`src/rtl/afifo_pkg.sv`:
```
package afifo_pkg;

    localparam int THR_W      = 4;
    localparam int CTL_W      = 5;
    localparam int TX_THR_RST = 8;
    localparam int RX_THR_RST = 7;

    // control bit positions, decoded by the control word writer
    localparam int CTL_TX_DMA = 0;
    localparam int CTL_RX_DMA = 1;
    localparam int CTL_HOLD   = 2;
    localparam int CTL_UIE    = 3;
    localparam int CTL_OIE    = 4;

    typedef struct packed {
        logic [THR_W-1:0] tx_thr;
        logic [THR_W-1:0] rx_thr;
        logic             tx_dma;
        logic             rx_dma;
        logic             hold;
        logic             uie;
        logic             oie;
    } afifo_cfg_t;

    function automatic afifo_cfg_t cfg_reset();
        afifo_cfg_t c;
        c.tx_thr = THR_W'(TX_THR_RST);
        c.rx_thr = THR_W'(RX_THR_RST);
        c.tx_dma = 1'b0;
        c.rx_dma = 1'b0;
        c.hold   = 1'b0;
        c.uie    = 1'b0;
        c.oie    = 1'b0;
        return c;
    endfunction

endpackage

```
`src/rtl/afifo_queue.sv`:
```
module afifo_queue #(
    parameter int SW    = 16,
    parameter int DEPTH = 32,
    localparam int AW   = $clog2(DEPTH),
    localparam int LW   = AW + 1
) (
    input  logic          clk,
    input  logic          rst_n,
    input  logic          flush,
    input  logic          push,
    input  logic [SW-1:0] push_data,
    input  logic          pop,
    output logic [SW-1:0] head,
    output logic [LW-1:0] level,
    output logic          full,
    output logic          empty
);

    typedef struct packed {
        logic [AW-1:0] wp;
        logic [AW-1:0] rp;
        logic [LW-1:0] cnt;
    } q_st_t;

    q_st_t st_q, st_d;
    logic [SW-1:0] mem [DEPTH];
    logic do_push, do_pop;

    function automatic logic [AW-1:0] ptr_inc(input logic [AW-1:0] p);
        if (p == AW'(DEPTH - 1)) return '0;
        return p + AW'(1);
    endfunction

    assign empty = (st_q.cnt == '0);
    assign full  = (st_q.cnt == LW'(DEPTH));
    assign level = st_q.cnt;
    assign head  = mem[st_q.rp];

    always_comb begin
        do_pop  = pop && !empty && !flush;
        do_push = push && (!full || do_pop) && !flush;
        st_d    = st_q;
        if (flush) begin
            st_d = '0;
        end else begin
            if (do_push) st_d.wp = ptr_inc(st_q.wp);
            if (do_pop)  st_d.rp = ptr_inc(st_q.rp);
            if (do_push && !do_pop)      st_d.cnt = st_q.cnt + LW'(1);
            else if (do_pop && !do_push) st_d.cnt = st_q.cnt - LW'(1);
        end
    end

    always_ff @(posedge clk or negedge rst_n) begin
        if (!rst_n) st_q <= '0;
        else        st_q <= st_d;
    end

    always_ff @(posedge clk) begin
        if (do_push) mem[st_q.wp] <= push_data;
    end

endmodule

```
`src/rtl/afifo_dreq.sv`:
```
module afifo_dreq
    import afifo_pkg::*;
#(
    parameter int  LW    = 6,
    parameter bit  ABOVE = 1'b0
) (
    input  logic             en,
    input  logic [LW-1:0]    lvl,
    input  logic [THR_W-1:0] thr,
    output logic             req
);

    logic [LW-1:0] thr_x;
    assign thr_x = LW'(thr);

    generate
        if (ABOVE) begin : g_above
            always_comb req = en && (lvl > thr_x);
        end else begin : g_at_or_below
            always_comb req = en && (lvl <= thr_x);
        end
    endgenerate

endmodule

```
`src/rtl/afifo_ctrl.sv`:
```
module afifo_ctrl
    import afifo_pkg::*;
#(
    parameter int SW = 16
) (
    input  logic             clk,
    input  logic             rst_n,
    input  logic             thr_wr,
    input  logic [THR_W-1:0] tx_thr_in,
    input  logic [THR_W-1:0] rx_thr_in,
    input  logic             ctl_wr,
    input  logic [CTL_W-1:0] ctl_in,
    input  logic             urun_ev,
    input  logic             orun_ev,
    input  logic             clr_urun,
    input  logic             clr_orun,
    input  logic             tx_take,
    input  logic [SW-1:0]    tx_take_data,
    output afifo_cfg_t       cfg,
    output logic             urun,
    output logic             orun,
    output logic [SW-1:0]    last,
    output logic             irq
);

    typedef struct packed {
        afifo_cfg_t    cfg;
        logic          urun;
        logic          orun;
        logic [SW-1:0] last;
    } c_st_t;

    c_st_t st_q, st_d;

    always_comb begin
        st_d = st_q;
        if (thr_wr) begin
            st_d.cfg.tx_thr = tx_thr_in;
            st_d.cfg.rx_thr = rx_thr_in;
        end
        if (ctl_wr) begin
            st_d.cfg.tx_dma = ctl_in[CTL_TX_DMA];
            st_d.cfg.rx_dma = ctl_in[CTL_RX_DMA];
            st_d.cfg.hold   = ctl_in[CTL_HOLD];
            st_d.cfg.uie    = ctl_in[CTL_UIE];
            st_d.cfg.oie    = ctl_in[CTL_OIE];
        end
        // set has priority over clear
        if (clr_urun) st_d.urun = 1'b0;
        if (urun_ev)  st_d.urun = 1'b1;
        if (clr_orun) st_d.orun = 1'b0;
        if (orun_ev)  st_d.orun = 1'b1;
        if (tx_take)  st_d.last = tx_take_data;
    end

    always_ff @(posedge clk or negedge rst_n) begin
        if (!rst_n) begin
            st_q.cfg  <= cfg_reset();
            st_q.urun <= 1'b0;
            st_q.orun <= 1'b0;
            st_q.last <= '0;
        end else begin
            st_q <= st_d;
        end
    end

    assign cfg  = st_q.cfg;
    assign urun = st_q.urun;
    assign orun = st_q.orun;
    assign last = st_q.last;
    assign irq  = (st_q.urun && st_q.cfg.uie) || (st_q.orun && st_q.cfg.oie);

endmodule

```
`src/rtl/audio_fifo_dma.sv`:
```
module audio_fifo_dma
    import afifo_pkg::*;
#(
    parameter int SW    = 16,
    parameter int DEPTH = 32,
    localparam int LW   = $clog2(DEPTH) + 1
) (
    input  logic             clk,
    input  logic             rst_n,
    input  logic             cfg_thr_wr,
    input  logic [THR_W-1:0] cfg_tx_thr,
    input  logic [THR_W-1:0] cfg_rx_thr,
    input  logic             cfg_ctl_wr,
    input  logic [CTL_W-1:0] cfg_ctl,
    input  logic             flush,
    input  logic             clr_urun,
    input  logic             clr_orun,
    input  logic             dat_wr,
    input  logic [SW-1:0]    dat_wdata,
    input  logic             dat_rd,
    output logic [SW-1:0]    dat_rdata,
    input  logic             ser_tx_pop,
    output logic [SW-1:0]    ser_tx_data,
    input  logic             ser_rx_push,
    input  logic [SW-1:0]    ser_rx_data,
    output logic [LW-1:0]    tx_level,
    output logic [LW-1:0]    rx_level,
    output logic             tx_dreq,
    output logic             rx_dreq,
    output logic             tx_urun,
    output logic             rx_orun,
    output logic             irq
);

    afifo_cfg_t    cfg;
    logic [SW-1:0] tx_head, last;
    logic          tx_full, tx_empty, rx_full, rx_empty;
    logic          urun_ev, orun_ev, tx_take;

    afifo_queue #(.SW(SW), .DEPTH(DEPTH)) u_txq (
        .clk(clk), .rst_n(rst_n), .flush(flush),
        .push(dat_wr), .push_data(dat_wdata),
        .pop(ser_tx_pop), .head(tx_head), .level(tx_level),
        .full(tx_full), .empty(tx_empty)
    );

    afifo_queue #(.SW(SW), .DEPTH(DEPTH)) u_rxq (
        .clk(clk), .rst_n(rst_n), .flush(flush),
        .push(ser_rx_push), .push_data(ser_rx_data),
        .pop(dat_rd), .head(dat_rdata), .level(rx_level),
        .full(rx_full), .empty(rx_empty)
    );

    always_comb begin
        urun_ev = ser_tx_pop && tx_empty;
        orun_ev = ser_rx_push && rx_full && !(dat_rd && !rx_empty) && !flush;
        tx_take = ser_tx_pop && !tx_empty && !flush;
        if (!tx_empty)     ser_tx_data = tx_head;
        else if (cfg.hold) ser_tx_data = last;
        else               ser_tx_data = '0;
    end

    afifo_ctrl #(.SW(SW)) u_ctrl (
        .clk(clk), .rst_n(rst_n),
        .thr_wr(cfg_thr_wr), .tx_thr_in(cfg_tx_thr), .rx_thr_in(cfg_rx_thr),
        .ctl_wr(cfg_ctl_wr), .ctl_in(cfg_ctl),
        .urun_ev(urun_ev), .orun_ev(orun_ev),
        .clr_urun(clr_urun), .clr_orun(clr_orun),
        .tx_take(tx_take), .tx_take_data(tx_head),
        .cfg(cfg), .urun(tx_urun), .orun(rx_orun), .last(last), .irq(irq)
    );

    afifo_dreq #(.LW(LW), .ABOVE(1'b0)) u_tx_dreq (
        .en(cfg.tx_dma), .lvl(tx_level), .thr(cfg.tx_thr), .req(tx_dreq)
    );

    afifo_dreq #(.LW(LW), .ABOVE(1'b1)) u_rx_dreq (
        .en(cfg.rx_dma), .lvl(rx_level), .thr(cfg.rx_thr), .req(rx_dreq)
    );

endmodule

```
`config.mk`:
```
export PLATFORM = sky130hd
export DESIGN_NAME = audio_fifo_dma
export DESIGN_NICKNAME = d
export VERILOG_FILES = /design/src/rtl/afifo_pkg.sv /design/src/rtl/afifo_queue.sv /design/src/rtl/afifo_dreq.sv /design/src/rtl/afifo_ctrl.sv /design/src/rtl/audio_fifo_dma.sv
export SDC_FILE = /design/constraint.sdc
export NUM_CORES = 1
export LEC_CHECK = 0
export CORE_AREA = 2 2 313 315
export CTS_CLUSTER_SIZE = 40
export DETAILED_ROUTE_END_ITERATION = 10
export DIE_AREA = 0 0 315 317
export MAX_ROUTING_LAYER = met4
export PLACE_DENSITY_LB_ADDON = 0.08
export SETUP_SLACK_MARGIN = 0.4
export SYNTH_ARGS = -nofsm -noshare
export SYNTH_HDL_FRONTEND = slang
export SYNTH_SLANG_ARGS = --single-unit
```
`constraint.sdc`:
```
create_clock -name clk -period 6.1 [get_ports clk]
set_input_delay 0.915 -clock clk [delete_from_list [all_inputs] [get_ports clk]]
set_output_delay 0.915 -clock clk [all_outputs]
set_load 0.1 [all_outputs]
```
==> flow_summary.yaml, run 1 <==
outcome:
  outcome: "finished clean"
drt:
  drc: 0
  wl_mm: 109
  drt_iter0_drc: 2020
  vias_per_cell: 5.78
  wire_per_inst_um: 29.3
  drt-pass1-iter-count: 7
  ant_nets: 0
  drt-met1-wl_mm: 46.2
  top_layer: "met4"
  dr_total_vias: 21400
  wl_met3_mm: 4.91
  routed-wl-met2_mm: 54.6
grt:
  antenna_found_initial: 3
  grt-ovfl-total: 0
  grt_pass1_vias: 21900
  grt_max_degree: 64
  grtUsageTotal: 0.227
  grt_pass1_wl_mm: 156
clocking:
  cts_sinks: 1087
  hold_buffers: 0
  cts-htree-levels: 3
  cts_tree: "yes"
  cts.clk_slew.worst_paths_ps: 60
  cts_buffers: 111
  post_cts_resize_count: 0
  cts_setup_buffers: 0
  clockBufferDepth: 3
  clock_latency_ps: 680
  cts_root_buffer: "clkbuf_16"
setup_path:
  crit_chain: "buf_12, mux4_2, mux4_2, mux2_2, clkdlybuf4s50_1"
  reg2reg_depth: 12
  crit_required_ps: 5180
  worst_setup_path_end_kind: "primary output"
  critPathMaxFanout: 43
  r2r_slack_ps: 1860
  worstReg2RegStart: "u_txq.level[1]$_DFFE_PN0P_"
  cp_common_cell: "mux4_2"
  startpoint_type: "flip-flop"
  cpPeakStageDelay_ps: 1000
  r2r_end: "u_txq.level[5]$_DFFE_PN0P_"
  worst-setup-path-type: "flip-flop to primary output"
  cp_slowest_cell: "clkdlybuf4s50_1"
  cp.arrival_ps: 4500
sta:
  max_freq_ghz: 0.185
  finalSetupViolations: 0
  maxSlewViolCount: 0
  whs_ps: 355
  rsz0062_at_grt: "no"
  tns_ps: 0
  tightest_slew_ps: 1300
  hold_viol_final: 0
  fin_skew_ps: 15.8
  final.period_utilization: 0.888
  slew_headroom: 0.132
  period_minus_slack_ps: 5420
synth:
  ys_top_cells_by_count: "edfxtp_1 (1,024), mux4_2 (224), mux2i_1 (118)"
  netlist_area_um2: 43100
  synth-async-reset-ratio: 0.0580
  synth_top_area_frac: 0.714
  synth.area.top_cells: "edfxtp_1 (71%), mux4_2 (12%), dfrtp_1 (3.4%)"
  syn-num-nets: 2278
  yosysWarningCount: 0
  synth.avg_cell_area_um2: 19.7
  yosysMostFrequentCell: "edfxtp_1"
  synth-edff-count: 1024
  synth_top_cell_by_area: "edfxtp_1"
  synth-main-ff-cell: "edfxtp_1"
  yosysSeqAreaShare: 0.751
  ys_types: 53
  synthCells: 2188
  yosys_register_bits: 1087
power:
  p_comb_frac: 0.191
  power.net_switching_uw: 5310
  power.density_nw_per_um2: 378
  fin_total_pwr_uw: 18600
  pwr-share-clk: 0.352
  internal-power_uw: 13300
  p_seq_frac: 0.457
  ir_drop_v: 0.000606
  sw_frac_of_total: 0.285
  p_leak_uw: 0.0155
finish:
  multiInputGateArea_um2: 10200
  drive_gt1_frac: 0.224
  nets: 2428
  syn2layout_area_growth_pct: 14.6
  fillCellCount: 7728
  finalCoreUtilization: 0.513
  seqCellArea_um2: 32300
  final_area_um2: 49300
floorplan:
  die_x_um: 315
  start_util: 0.447
  dieArea_um2: 99900
  core_um2: 96300
  io_pins: 105
  chipHeight_um: 317
  rows: 114
placed_design:
  hpwl_mm: 63.0
  place_congestion: 0.814
  port_buffers: 104
  placed_cell_area_um2: 45800
hold_path:
  min_path_type: "input port to asynchronous set/reset pin"
flow_run:
  cap_violations: 0
==> registers in the layout, summed over array words and instances (netlist names) <==
| register | flops |
|---|---|
| u_ctrl.cfg | 13 |
| u_ctrl.last | 16 |
| u_ctrl.orun | 1 |
| u_ctrl.urun | 1 |
| u_rxq.level | 6 |
| u_rxq.mem | 512 |
| u_rxq.st_q | 10 |
| u_txq.level | 6 |
| u_txq.mem | 512 |
| u_txq.st_q | 10 |
==> cells by family after synthesis <==
kind of cell	share of synthesized area
xor+xnor	0.00183
buf+inv	0.0178
fa+ha+maj	0.0102
compound gates	0.0328
mux	0.152
simple gates	0.0345
flops	0.751
==> power by group through the flow <==
stage	clock network, uW	logic [uW]	registers, uW
after global placement	0	3540	8680
after CTS	6700	3600	8540
after detailed placement	0	3590	8690
final	6560	3560	8530
after global routing	6990	3760	8560
after floorplan	0	2810	8550
==> worst max-delay path: cells and delay by family, from the launching register on <==
family | cells | cell delay [ps]
muxes | 3 | 1420
buffers and inverters | 2 | 1420
DFF | 1 | 970
==> through the flow <==
step           cells  setup slack [ps]
2_1_floorplan   2188              2030
3_3_place_gp    3501              1280
3_5_place_dp    3501              1270
4_1_cts         3705               547
5_1_grt         3708               462
6_report        3708               681
==> worst max-delay path by stage <==
stage	cells after the start	start	to	slack [ps]
4_1_cts	5	u_rxq.st_q[6]$_DFFE_PN0P_	dat_rdata[12]	550
3_5_place_dp	5	u_rxq.st_q[6]$_DFFE_PN0P_	dat_rdata[12]	1270
6_report	5	u_rxq.st_q[6]$_DFFE_PN0P_	dat_rdata[12]	680
3_3_place_gp	5	u_rxq.st_q[6]$_DFFE_PN0P_	dat_rdata[4]	1280
2_1_floorplan	9	u_txq.st_q[6]$_DFFE_PN0P_	ser_tx_data[10]	2030
5_1_grt	5	u_rxq.st_q[6]$_DFFE_PN0P_	dat_rdata[12]	460
==> layer usage <==
layer | track usage | up-vias
li1 | - | 9241
met1 | 0.301 | 11400
met2 | 0.370 | 613
met3 | 0.0302 | 161
met4 | 0.0634 | 0
met5 | - | -
==> cell usage in the layout, fill, tap and decap left out, types with 46 or more instances in the layout <==
cell type	n
edfxtp_1	1024
mux4_2	224
mux2i_1	118
clkbuf_16	114
a21oi_1	89
clkdlybuf4s50_1	86
buf_4	83
nor2_1	80
a22oi_1	62
nand2_1	52
dfrtp_1	52
nand3_1	46
==> cell type report <==
class,count,share of cell area
sequential,1087,0.656
multi-input combinational,941,0.207
clock buffer,143,0.0610
tap,1276,0.0324
timing repair buffer,175,0.0319
clock inverter,61,0.0103
inverter,22,0.00167
antenna,3,0.000152
Power figures use the tool's default switching activity.
==> run 2, diff against run 1 <==
--- a/config.mk
+++ b/config.mk
@@ -5,10 +5,11 @@
 export SDC_FILE = /design/constraint.sdc
 export NUM_CORES = 1
 export LEC_CHECK = 0
-export CORE_AREA = 2 2 313 315
+export ABC_AREA = 1
+export CORE_AREA = 2 2 325 327
 export CTS_CLUSTER_SIZE = 40
 export DETAILED_ROUTE_END_ITERATION = 10
-export DIE_AREA = 0 0 315 317
+export DIE_AREA = 0 0 327 329
 export MAX_ROUTING_LAYER = met4
 export PLACE_DENSITY_LB_ADDON = 0.08
 export SETUP_SLACK_MARGIN = 0.4
==> flow_summary.yaml, run 2 <==
sta:
  maxSlewViolCount: 0
  rsz0062_at_grt: "no"
  hold_viol_final: 0
  finalSetupViolations: 0
  whs_ps: 356
  slew_headroom: 0.207
  tightest_slew_ps: 1190
  final.period_utilization: 0.843
  period_minus_slack_ps: 5140
  fin_skew_ps: 26.0
  tns_ps: 0
  max_freq_ghz: 0.195
hold_path:
  min_path_type: "input port to asynchronous set/reset pin"
synth:
  ys_top_cells_by_count: "nand2_1 (1,188), edfxtp_1 (1,024), nand3_1 (831)"
  synth_xor_area_frac: 0.00208
  yosysSeqAreaShare: 0.697
  synth.area.top_cells: "edfxtp_1 (66%), nand2_1 (9.6%), nand3_1 (9.0%)"
  synthCells: 4227
  synth-main-ff-cell: "edfxtp_1"
  yosys_register_bits: 1087
  synth_top_cell_by_area: "edfxtp_1"
  synth-edff-count: 1024
  synthMuxAreaShare: 0.000971
  yosysMostFrequentCell: "nand2_1"
  yosysWarningCount: 0
  synth_compound_area_frac: 0.0219
  ys_types: 38
  synth_fa_ha_area_frac: 0.00949
  synth.avg_cell_area_um2: 11.0
  netlist_area_um2: 46400
  synth_top_family_by_area: "simple AND/OR/NAND/NOR gates"
  synth_top_area_frac: 0.663
  yosys.area_share.simple: 0.211
  synth-async-reset-ratio: 0.0580
  syn-num-nets: 4317
finish:
  seqCellArea_um2: 32300
  drive_gt1_frac: 0.0888
  layout_commonest_cell: "nand2_1"
  syn2layout_area_growth_pct: 13.3
  nets: 4413
  multiInputGateArea_um2: 11400
  fillCellCount: 9258
  finalCoreUtilization: 0.504
  final_cell_mix: "nand2_1 (1,188), edfxtp_1 (1,024), nand3_1 (831)"
  reg_top3: "u_rxq.mem: 512 flops, u_txq.mem: 512 flops, u_ctrl.last: 16 flops"
floorplan:
  start_util: 0.445
  die_x_um: 327
  rows: 119
  chipHeight_um: 329
  core_um2: 104000
  io_pins: 105
  dieArea_um2: 108000
drt:
  dr_total_vias: 30600
  wire_per_inst_um: 21.9
  ant_nets: 0
  wl_mm: 127
  drt_iter0_drc: 3371
  vias_per_cell: 5.27
  drt-pass1-iter-count: 5
  drc: 0
placed_design:
  hpwl_mm: 69.2
  port_buffers: 104
  place_congestion: 0.837
setup_path:
  startpoint_type: "flip-flop"
  crit_required_ps: 5180
  critPathMaxFanout: 59
  cp.arrival_ps: 4230
  worst_setup_path_end_kind: "primary output"
  worst-setup-path-type: "flip-flop to primary output"
clocking:
  cts.clk_slew.worst_paths_ps: 60
  cts_sinks: 1087
  cts_buffers: 112
  cts_tree: "yes"
  cts_setup_buffers: 0
  cts-htree-levels: 3
  clockBufferDepth: 3
  hold_buffers: 0
  post_cts_resize_count: 0
  cts_root_buffer: "clkbuf_16"
  clock_latency_ps: 710
grt:
  grtUsageTotal: 0.241
  grt-ovfl-total: 0
  grt_pass1_wl_mm: 188
  antenna_found_initial: 5
  grt_max_degree: 198
  grt_pass1_vias: 28900
outcome:
  outcome: "finished clean"
power:
  power.density_nw_per_um2: 411
  ir_drop_v: 0.000566
  p_leak_uw: 0.0203
flow_run:
  cap_violations: 0
[run 2: path summary, 6_finish.rpt]
check / from / endpoint / slack, ps / cells after the start
setup reg to reg: u_txq.st_q[6]$_DFFE_PN0P_ / u_ctrl.last[13]$_DFFE_PN0P_ / 2980 / 9
hold reg to reg: u_ctrl.last[9]$_DFFE_PN0P_ / u_ctrl.last[9]$_DFFE_PN0P_ / 480 / 2
setup / recovery: u_rxq.st_q[7]$_DFFE_PN0P_ / dat_rdata[9] / 960 / 8
hold / removal: rst_n / u_rxq.level[5]$_DFFE_PN0P_ / 360 / 1
max in group asynchronous: rst_n / u_txq.st_q[6]$_DFFE_PN0P_ / 5000 / 1
min in group clk: u_ctrl.last[9]$_DFFE_PN0P_ / u_ctrl.last[9]$_DFFE_PN0P_ / 480 / 2
[run 2: layer usage]
layer	track usage	up-vias	part of all wire
met3	0.0326	169	0.068
met1	0.361	14900	0.47
met4	0.0684	0	0.023
li1	-	14500	-
met2	0.345	1041	0.44
met5	-	-	0
[run 2: logic make-up (layout without fill, tap and decap cells)]
| logic type | Yosys count | after routing |
|---|---|---|
| xor+xnor | 11 | 11 |
| simple gates | 2256 | 2256 |
| buf+inv | 652 | 841 |
| compound gates | 183 | 183 |
| fa+ha+maj | 34 | 34 |
| flops | 1087 | 1087 |
| other cells | 0 | 2 |
| mux | 4 | 4 |
[run 2: per-stage QoR]
stage          instances  cell area [um^2]  total power (uW)  setup slack (ps)
4_1_cts             5807             52600             21800               883
3_3_place_gp        5600             49000             14900              1670
6_report            5809             52600             21600               959
5_1_grt             5809             52600             22600               741
2_1_floorplan       4227             46400             13300              2430
3_5_place_dp        5600             49000             14900              1650
[run 2: critical path: stages (launching register included)]
cell and delay, ps:
dfrtp_4 940, buf_4 650, buf_4 630, nand3_1 140, nand3_1 100, a21oi_1 80, nor2_1 520, a21oi_1 120
buf_4 270
[run 2: power by group]
group / leakage, uW / total, uW / switching, uW / internal [uW]
Sequential: 0.0100 / 8560 / 241 / 8320
Combinational: 0.00848 / 6210 / 4650 / 1560
Clock: 0.00177 / 6830 / 2920 / 3910
[run 2: cell type report]
cell class,count,share of cell area
Antenna cell,2,0.0000952
Clock buffer,139,0.0566
Clock inverter,68,0.0124
Inverter,406,0.0293
Multi-Input combinational cell,2488,0.217
Sequential cell,1087,0.615
Tap cell,1391,0.0331
Timing Repair Buffer,228,0.0364
